**config.mk**
```make
export PLATFORM = sky130hd
export DESIGN_NAME = fs_field_seq
export DESIGN_NICKNAME = d
export VERILOG_FILES = /design/src/rtl/fs_field_seq_pkg.sv /design/src/rtl/fs_write_decode.sv /design/src/rtl/fs_seq_step.sv /design/src/rtl/fs_sel_mux.sv /design/src/rtl/fs_field_seq.sv
export SDC_FILE = /design/constraint.sdc
export NUM_CORES = 1
export LEC_CHECK = 0
export BUFFER_PORTS_ARGS = -buffer_cell sky130_fd_sc_hd__buf_2
export CELL_PAD_IN_SITES_DETAIL_PLACEMENT = 1
export CELL_PAD_IN_SITES_GLOBAL_PLACEMENT = 1
export CORE_MARGIN = 1
export CORE_UTILIZATION = 49
export CTS_BUF_LIST = sky130_fd_sc_hd__clkbuf_4
export CTS_CLUSTER_DIAMETER = 150
export DETAILED_ROUTE_END_ITERATION = 16
export GPL_ROUTABILITY_DRIVEN = 0
export GPL_TIMING_DRIVEN = 1
export MAX_ROUTING_LAYER = met4
export PLACE_DENSITY = 0.89
export SYNTH_ARGS = -nofsm -noshare
export SYNTH_HDL_FRONTEND = slang
export SYNTH_SLANG_ARGS = --single-unit
export TNS_END_PERCENT = 30
```
**constraint.sdc**
```tcl
create_clock -name clk -period 2.1 [get_ports clk]
set_input_delay 0.21 -clock clk [delete_from_list [all_inputs] [get_ports clk]]
set_output_delay 0.21 -clock clk [all_outputs]
set_load 0.02 [all_outputs]
```
**src/rtl/fs_field_seq_pkg.sv**
```systemverilog
package fs_field_seq_pkg;
  localparam int unsigned ADDR_W  = 12;
  localparam int unsigned DATA_W  = 28;
  localparam int unsigned SEL_W   = 5;
  localparam int unsigned NUM_SEL = 7;
  localparam int unsigned CNT_W   = 3;
  localparam int unsigned WORD_W  = CNT_W + NUM_SEL * SEL_W;
  localparam int unsigned ADDR_AS_DATA = WORD_W - DATA_W;
  localparam logic [1:0]  MODE_TAG = 2'b10;
endpackage

```
**src/rtl/fs_write_decode.sv**
```systemverilog
module fs_write_decode
  import fs_field_seq_pkg::*;
(
  input  logic              clk,
  input  logic              rst_n,
  input  logic              reg_wr,
  input  logic [ADDR_W-1:0] reg_addr,
  input  logic [DATA_W-1:0] reg_wdata,
  input  logic              vd_pulse,
  output logic              pend_vld,
  output logic [WORD_W-1:0] pend_word
);
  logic              is_mode;
  logic [WORD_W-1:0] word_in;

  // address tag, R2 word assembly
  assign is_mode = reg_wr && (reg_addr[ADDR_W-1 -: 2] == MODE_TAG);
  assign word_in = {reg_addr[ADDR_AS_DATA-1:0], reg_wdata};

  always_ff @(posedge clk or negedge rst_n) begin
    if (!rst_n) begin
      pend_vld  <= 1'b0;
      pend_word <= '0;
    end else if (is_mode) begin
      // newest write wins; a write on a strobe cycle waits for the next strobe
      pend_vld  <= 1'b1;
      pend_word <= word_in;
    end else if (vd_pulse) begin
      pend_vld  <= 1'b0;
    end
  end
endmodule

```
**src/rtl/fs_seq_step.sv**
```systemverilog
module fs_seq_step
  import fs_field_seq_pkg::*;
(
  input  logic              clk,
  input  logic              rst_n,
  input  logic              vd_pulse,
  input  logic              pend_vld,
  input  logic [WORD_W-1:0] pend_word,
  output logic [WORD_W-1:0] act_word,
  output logic [CNT_W-1:0]  act_cnt,
  output logic [CNT_W-1:0]  pos
);
  logic [CNT_W-1:0] cnt_eff;
  logic             at_last;

  assign act_cnt = act_word[WORD_W-1 -: CNT_W];
  assign cnt_eff = (act_cnt == '0) ? CNT_W'(1) : act_cnt;
  assign at_last = (pos >= cnt_eff - CNT_W'(1));

  always_ff @(posedge clk or negedge rst_n) begin
    if (!rst_n) begin
      act_word <= '0;
      pos      <= '0;
    end else if (vd_pulse) begin
      if (pend_vld) begin
        act_word <= pend_word;
        pos      <= '0;
      end else if (at_last) begin
        pos      <= '0;
      end else begin
        pos      <= pos + CNT_W'(1);
      end
    end
  end
endmodule

```
**src/rtl/fs_sel_mux.sv**
```systemverilog
module fs_sel_mux
  import fs_field_seq_pkg::*;
(
  input  logic [WORD_W-1:0] act_word,
  input  logic [CNT_W-1:0]  pos,
  output logic [SEL_W-1:0]  sel
);
  logic [SEL_W-1:0] slot [NUM_SEL];

  for (genvar k = 0; k < NUM_SEL; k++) begin : g_slot
    assign slot[k] = act_word[k*SEL_W +: SEL_W];
  end

  always_comb begin
    sel = '0;
    for (int k = 0; k < NUM_SEL; k++) begin
      if (pos == CNT_W'(k)) sel = slot[k];
    end
  end
endmodule

```
**src/rtl/fs_field_seq.sv**
```systemverilog
module fs_field_seq
  import fs_field_seq_pkg::*;
(
  input  logic              clk,
  input  logic              rst_n,
  input  logic              reg_wr,
  input  logic [ADDR_W-1:0] reg_addr,
  input  logic [DATA_W-1:0] reg_wdata,
  input  logic              vd_pulse,
  output logic [SEL_W-1:0]  field_sel,
  output logic [CNT_W-1:0]  seq_pos
);
  logic              pend_vld;
  logic [WORD_W-1:0] pend_word;
  logic [WORD_W-1:0] act_word;
  logic [CNT_W-1:0]  act_cnt;

  fs_write_decode u_dec (
    .clk(clk), .rst_n(rst_n), .reg_wr(reg_wr), .reg_addr(reg_addr),
    .reg_wdata(reg_wdata), .vd_pulse(vd_pulse),
    .pend_vld(pend_vld), .pend_word(pend_word)
  );

  fs_seq_step u_step (
    .clk(clk), .rst_n(rst_n), .vd_pulse(vd_pulse),
    .pend_vld(pend_vld), .pend_word(pend_word),
    .act_word(act_word), .act_cnt(act_cnt), .pos(seq_pos)
  );

  fs_sel_mux u_mux (
    .act_word(act_word), .pos(seq_pos), .sel(field_sel)
  );
endmodule

```
==> summary.md, run 1 <==
| Metric | Value |
|---|---|
| Status | complete, but fails checks |
| Failing checks | negative setup slack |
| Fmax | 415.3 MHz |
| ANT cells | 0 |
| Total power | 5.889 mW |
| Fin crit period | 2408 ps |
| Crit path DAT | 2200 ps |
| CTS max path bufs | 2 |
| Detail Route Antenna Nets | 0 |
| Clock latency on the worst-skew pair | 440 ps |
| Logic pwr share | 42.1% |
| Critical Path End Type | output pin |
| Worst-Margin Slew | 580.7 ps |
| Vias in the first global route | 2,773 |
| P_int | 3.757 mW |
| Synth Register Bits | 80 |
| Wire length per cell | 20.31 um |
| Vias/cell | 5.406 |
| Vias | 2,503 |
| Setup ws final | -307.9 ps |
| CTS tree | yes |
| Total global routing track utilization | 26.72% |
| Synth Instances | 259 |
| Slew Limit Headroom | 61.29% |
| Crit path max fanout | 8 |
| Post-route clock period utilization | 114.7% |
| Setup Crit Path Kind | flop to output pin |
| P_sw | 2.131 mW |
| Final setup vio count | 5 |
| H-tree depth | 3 |
| Num CTS Buffers | 9 |
| Hold violation total from the final report | 0 |
| Pin count of the biggest net entering global routing | 46 |
| Hold Crit Class | input pin to flop |
| Clk pwr share | 17.8% |
| Max Cap Violations | 0 |
| Post-Layout Inst Area | 4727 um2 |
| Most frequent cells in the layout | 78 x dfrtp_1, 56 x mux2_2, 46 x buf_2, 39 x dlygate4sd3_1, 20 x mux2_4 |
| Die Y | 88.17 um |
| Placeable Area | 7214 um2 |
| Initial antenna violation count | 0 |
| Yosys warns | 0 |
| PD cells | 1246 nW/um2 |
| Worst-path clk slew | 140 ps |
| Number of port buffers | 51 |
| Clock Sink Count | 80 |
| First-pass GRT wire length | 14,660 um |
| P&R area growth vs syn | 29.92% |
| Pins Over Slew Limit | 0 |
| Post-DP HPWL | 5795 um |
| Required time of the critical path | 1890 ps |
| Synthesized net count | 312 |
| # IOs | 52 |
| Initial core utilization | 50.43% |
| Maximum VDD drop | 0.4609 mV |
| Synthesized cell area | 3638 um2 |
| Root buf cell | clkbuf_4 |
| DR DRC count | 0 |
| Row Count | 31 |
| Post-synth cell types | 32 |
| Die W | 88.17 um |
| Sw Ratio | 36.20% |
| Sequential share of power | 40.1% |
| Leakage | 2.177 nW |
| Setup TNS | -1327 ps |
| Nets | 412 |
| RSZ-0062 raised after global routing | yes |
| Clock Skew | 22.18 ps |
| Most common cell after layout, fill and taps aside | dfrtp_1 |
| Layout cells sized above 1 | 49.45% |
| DR iter-0 viols | 187 |
| GR Overflow Total | 0 |
| Dpl cell area | 4005 um2 |
| Total Routed Length | 9402 um |
| Worst setup SP type | flop |
| Die area | 7774 um2 |
| Drt pass-1 iters | 4 |
| Avg Cell Area, Syn | 14.05 um2 |
| Register area share after synthesis | 55.02% |
[area by class of cell]
cell class	instances	area [um2]
Clock inverter	7	96.34
Fill cell	712	2487
Timing Repair Buffer	103	787.0
Multi-Input combinational cell	159	1623
Tap cell	99	123.9
Clock buffer	9	67.56
Inverter	6	25.02
Sequential cell	80	2004
[kinds of logic (layout without fill, tap and decap cells)]
| family | Yosys count | count (layout) | share of synthesized area, % |
|---|---|---|---|
| mux | 76 | 76 | 25.58 |
| simple gates | 33 | 33 | 5.192 |
| xor+xnor | 1 | 1 | 0.2408 |
| flops | 80 | 80 | 55.02 |
| fa+ha+maj | 9 | 9 | 3.095 |
| compound gates | 40 | 40 | 7.634 |
| buf+inv | 20 | 125 | 3.232 |
[synth_stat cells]
cell      count  area, um2
dfrtp_1      80       2002
mux2_2       56      630.6
mux2_4       20      300.3
o21ai_0      14      70.07
nand2_1      12      45.04
ha_1          9      112.6
buf_2         7      35.03
inv_1         6      22.52
a21oi_1       4      20.02
buf_6         4      45.04
nand2b_1      4      25.02
nor2_1        4      15.01
nor2b_1       4      25.02
o21ai_1       4      20.02
a221oi_2      3      45.04
a22o_1        3      26.28
a22oi_1       3      22.52
a21o_1        2      15.01
a221o_1       2      20.02
a32oi_1       2      17.52
clkbuf_1      2      7.510
nand3_1       2      10.01
nand3b_1      2      15.01
o22ai_1       2      12.51
a211o_1       1      8.760
buf_4         1      7.510
nand2_2       1      6.260
nand3b_4      1      20.02
nor2b_4       1      13.76
or2_2         1      6.260
or2b_1        1      7.510
xnor2_1       1      8.760
[state kept, by name, summed over array words and instances (netlist names)]
| name | count |
|---|---|
| u_dec.pend_word | 38 |
| u_step.act_word | 38 |
| u_step.pos | 3 |
| u_dec.pend_vld | 1 |
[power groups by stage]
stage / clock network, mW / logic, mW / registers [mW]
detailed placement: 0 / 1.99 / 2.35
CTS: 1.06 / 2.26 / 2.33
floorplan: 0 / 1.43 / 2.22
finish: 1.05 / 2.48 / 2.36
global placement: 0 / 1.86 / 2.32
global route: 1.13 / 2.63 / 2.40
[worst paths after layout]
path	from	endpoint	slack [ps]	cells after the start
max	u_step.pos[0]$_DFFE_PN0P_	field_sel[4]	-310	7
max in group asynchronous	rst_n	u_dec.pend_word[12]$_DFFE_PN0P_	1210	3
max reg2reg	u_step.act_word[37]$_DFFE_PN0P_	u_step.pos[0]$_DFFE_PN0P_	100	7
min reg2reg	u_dec.pend_word[13]$_DFFE_PN0P_	u_step.act_word[13]$_DFFE_PN0P_	510	1
min in group asynchronous	rst_n	u_step.act_word[27]$_DFFE_PN0P_	260	2
min	vd_pulse	u_step.pos[1]$_DFFE_PN0P_	90	2
[critical path: stages (launching register included)]
cell	delay (ps)
dfrtp_2	500
inv_4	120
ha_2	220
inv_1	140
o21ai_0	240
o21ai_1	130
a22o_1	260
buf_4	150
[layer usage]
layer / up-vias / track usage (%) / routed length [um]
li1: 1127 / - / -
met1: 1277 / 32.98 / 4047
met2: 76 / 43.92 / 4809
met3: 23 / 6.032 / 298
met4: 0 / 7.918 / 246
met5: - / - / 0
[what timing repair did]
item / CTS / global route
setup buffers: 4 / 0
endpoints found under the setup margin: 5 / 5
pin swaps: 7 / 6
endpoints found under the hold margin: 71 / 2
hold buffers: 37 / 2
gates resized for setup: 27 / 14
[through the flow]
stage | utilization, % | setup WS [ps] | hold slack (ps) | instances
final | 65.52 | -307.9 | 91.21 | 463
after global routing | 65.52 | -367.9 | 75.18 | 463
after CTS | 64.57 | -287.6 | 4.073 | 461
after detailed placement | 55.52 | 34.79 | 208.4 | 404
after global placement | 55.52 | 176.2 | 196.2 | 404
after floorplan | - | 180.5 | -85.59 | 259
No activity file was read; power rests on OpenSTA's default activity.
==> inputs of run 2 (changes only) <==
CORE_UTILIZATION = 44   (was 49)
PLACE_DENSITY = 0.85   (was 0.89)
clock period = 2.05 ns   (was 2.1 ns; I/O delays follow)
==> summary.md, run 2 (synthesis results as in run 1) <==
| Metric | Value |
|---|---|
| P_int | 3.755 mW (about the same) |
| Status | complete, but fails checks |
| Clk pwr share | 16.0% (-1.8 points) |
| Maximum VDD drop | 0.4450 mV (-3.5%) |
| Pin count of the biggest net entering global routing | 53 (+15%) |
| Pins Over Slew Limit | 0 (unchanged) |
| Crit path max fanout | 5 (-3) |
| Post-DP HPWL | 5394 um (-6.9%) |
| RSZ-0062 raised after global routing | yes |
| Leakage | 2.158 nW (-0.87%) |
| Reg area | 2004 um2 (unchanged) |
| # IOs | 52 (unchanged) |
| Setup Crit Path Kind | flop to output pin |
| Required time of the critical path | 1850 ps (-40 ps) |
| CTS max path bufs | 2 (unchanged) |
| P&R area growth vs syn | 29.26% |
| Setup ws final | -291.0 ps (+16.87 ps) |
| Setup TNS | -1359 ps (-32.05 ps) |
| Post-Layout Inst Area | 4703 um2 (-0.50%) |
| Most frequent cells in the layout | 78 x dfrtp_1, 56 x mux2_2, 46 x buf_2, 38 x dlygate4sd3_1, 20 x mux2_4 |
| Num CTS Buffers | 9 (unchanged) |
| Total power | 5.800 mW (-1.5%) |
| Fmax | 427.2 MHz |
| Layout fillers | 796 (+12%) |
| Vias | 2,454 (-2.0%) |
| Number of port buffers | 51 (unchanged) |
| Worst-Margin Slew | 577.6 ps (-3.064 ps) |
| First-pass GRT wire length | 13,810 um (-5.8%) |
| Most common cell after layout, fill and taps aside | dfrtp_1 |
| Clock latency on the worst-skew pair | 440 ps (about the same) |
| CP Launch Point | u_step.pos[0]$_DFFE_PN0P_ |
| Detail Route Antenna Nets | 0 (unchanged) |
| Die Y | 92.94 um (+5.4%) |
| Worst setup SP type | flop |
| DR iter-0 viols | 106 (-43%) |
| Worst-path clk slew | 120 ps (-20 ps) |
| Dpl cell area | 4014 um2 (+0.22%) |
| Wire length per cell | 18.32 um (-9.8%) |
| CTS tree | yes |
| Die area | 8637 um2 (+11%) |
| Initial core utilization | 46.36% (-4.1 points) |
| GR Overflow Total | 0 (unchanged) |
| Dpl ws | 22.36 ps (-12.43 ps) |
| Total Routed Length | 8483 um (-9.8%) |
| Biggest regs | u_dec.pend_word: 38 flops, u_step.act_word: 38 flops, u_step.pos: 3 flops |
| Sw Ratio | 35.26% (-0.93 points) |
| Placeable Area | 7848 um2 (+8.8%) |
| Max Cap Violations | 0 (unchanged) |
| Row Count | 32 (+3.2%) |
| Hold Startpoint | reg_addr[3] |
| H-tree depth | 3 (unchanged) |
| Fin crit period | 2341 ps |
| Drt pass-1 iters | 4 (unchanged) |
| Reg2reg start | u_step.act_word[37]$_DFFE_PN0P_ |
| Failing checks | negative setup slack |
| Vias in the first global route | 2,758 (-0.54%) |
| DR DRC count | 0 (unchanged) |
| Clock Sink Count | 80 (unchanged) |
| Sequential share of power | 41.2% (+1.1 points) |
| Hold violation total from the final report | 0 (unchanged) |
| Slew Limit Headroom | 61.49% (+0.20 points) |
| Post-route clock period utilization | 114.2% |
| Final setup vio count | 5 (unchanged) |
| Total global routing track utilization | 21.93% (-4.8 points) |
| PD cells | 1233 nW/um2 (-1.0%) |
| Die W | 92.94 um (+5.4%) |
| Clock Skew | 22.03 ps (-0.1545 ps) |
| Root buf cell | clkbuf_4 |
| Crit path DAT | 2140 ps (-60 ps) |
| Critical Path End Type | output pin |
| P_sw | 2.045 mW (-4.0%) |
| Layout cells sized above 1 | 49.86% (+0.41 points) |
| Worst reg-to-reg path cell count | 7 (unchanged) |
| Hold Crit Class | input pin to flop |
| Area of the multi-input gates | 1632 um2 (+0.54%) |
| ANT cells | 0 (unchanged) |
| Vias/cell | 5.300 (-2.0%) |
| WHS Path Cells | 2 (unchanged) |
| Nets | 410 (-0.49%) |
| Initial antenna violation count | 0 (unchanged) |
| Logic pwr share | 42.8% (+0.7 points) |
==> run 2: changes by cell type in the layout (fill, tap and decap cells not counted), sizes merged <==
cell	before	now
clkbuf	9	11
dlygate4sd3	39	38
clkinv	5	2
buf	64	63
clkinvlp	0	1
bufinv	2	1
==> run 2: worst paths after layout <==
kind                            slack, ps                              end
worst max register to register         90        u_step.pos[2]$_DFFE_PN0P_
worst max-delay path                 -290                     field_sel[1]
min in group asynchronous             210       u_dec.pend_vld$_DFFE_PN0P_
worst min register to register        490  u_step.act_word[24]$_DFFE_PN0P_
max in group asynchronous            1190        u_step.pos[0]$_DFFE_PN0P_
worst min-delay path                   30  u_dec.pend_word[31]$_DFFE_PN0P_
==> run 2: area by class of cell <==
type / count / area share, %
multi-input cells: 159 / 34.69
flip-flops and latches: 80 / 42.62
clock inverters: 4 / 0.9843
well taps: 102 / 2.713
repair buffers: 101 / 16.71
clock buffers: 11 / 1.756
inverters: 6 / 0.5321
==> run 2: worst max-delay path: stages, from the launching register on <==
cell	delay [ps]
dfrtp_2	500
ha_4	190
ha_4	170
buf_2	160
a22oi_1	200
o21ai_2	110
a22o_1	240
buf_4	150
==> run 2: stage by stage <==
step	util (%)	hold WS [ps]	std cells
2_1_floorplan	-	-90.59	259
3_3_place_gp	51.15	154.0	406
3_5_place_dp	51.15	159.7	406
4_1_cts	59.07	7.983	462
5_1_grt	59.93	16.46	463
6_report	59.93	29.01	463
==> run 2: power groups by stage <==
stage / sequential [mW] / combinational [mW] / clock [mW]
3_5_place_dp: 2.40 / 2.00 / 0
2_1_floorplan: 2.27 / 1.46 / 0
5_1_grt: 2.45 / 2.69 / 0.997
6_report: 2.39 / 2.48 / 0.926
3_3_place_gp: 2.37 / 1.91 / 0
4_1_cts: 2.38 / 2.26 / 0.934
==> run 2: timing repair <==
action	4_1_cts	5_1_grt
endpoints found under the hold margin	65	0
endpoints found under the setup margin	5	5
resized for setup	26	18
hold buffers	38	0
pin swaps	6	5
buffers inserted	2	1
cloned	1	0
==> run 2: layer usage <==
metal | vias to the layer above | GRT usage [%] | part of all wire (%)
li1 | 1116 | - | -
met1 | 1274 | 25.74 | 42
met2 | 50 | 37.25 | 53
met3 | 14 | 4.433 | 3.2
met4 | 0 | 8.077 | 1.9
met5 | - | - | 0
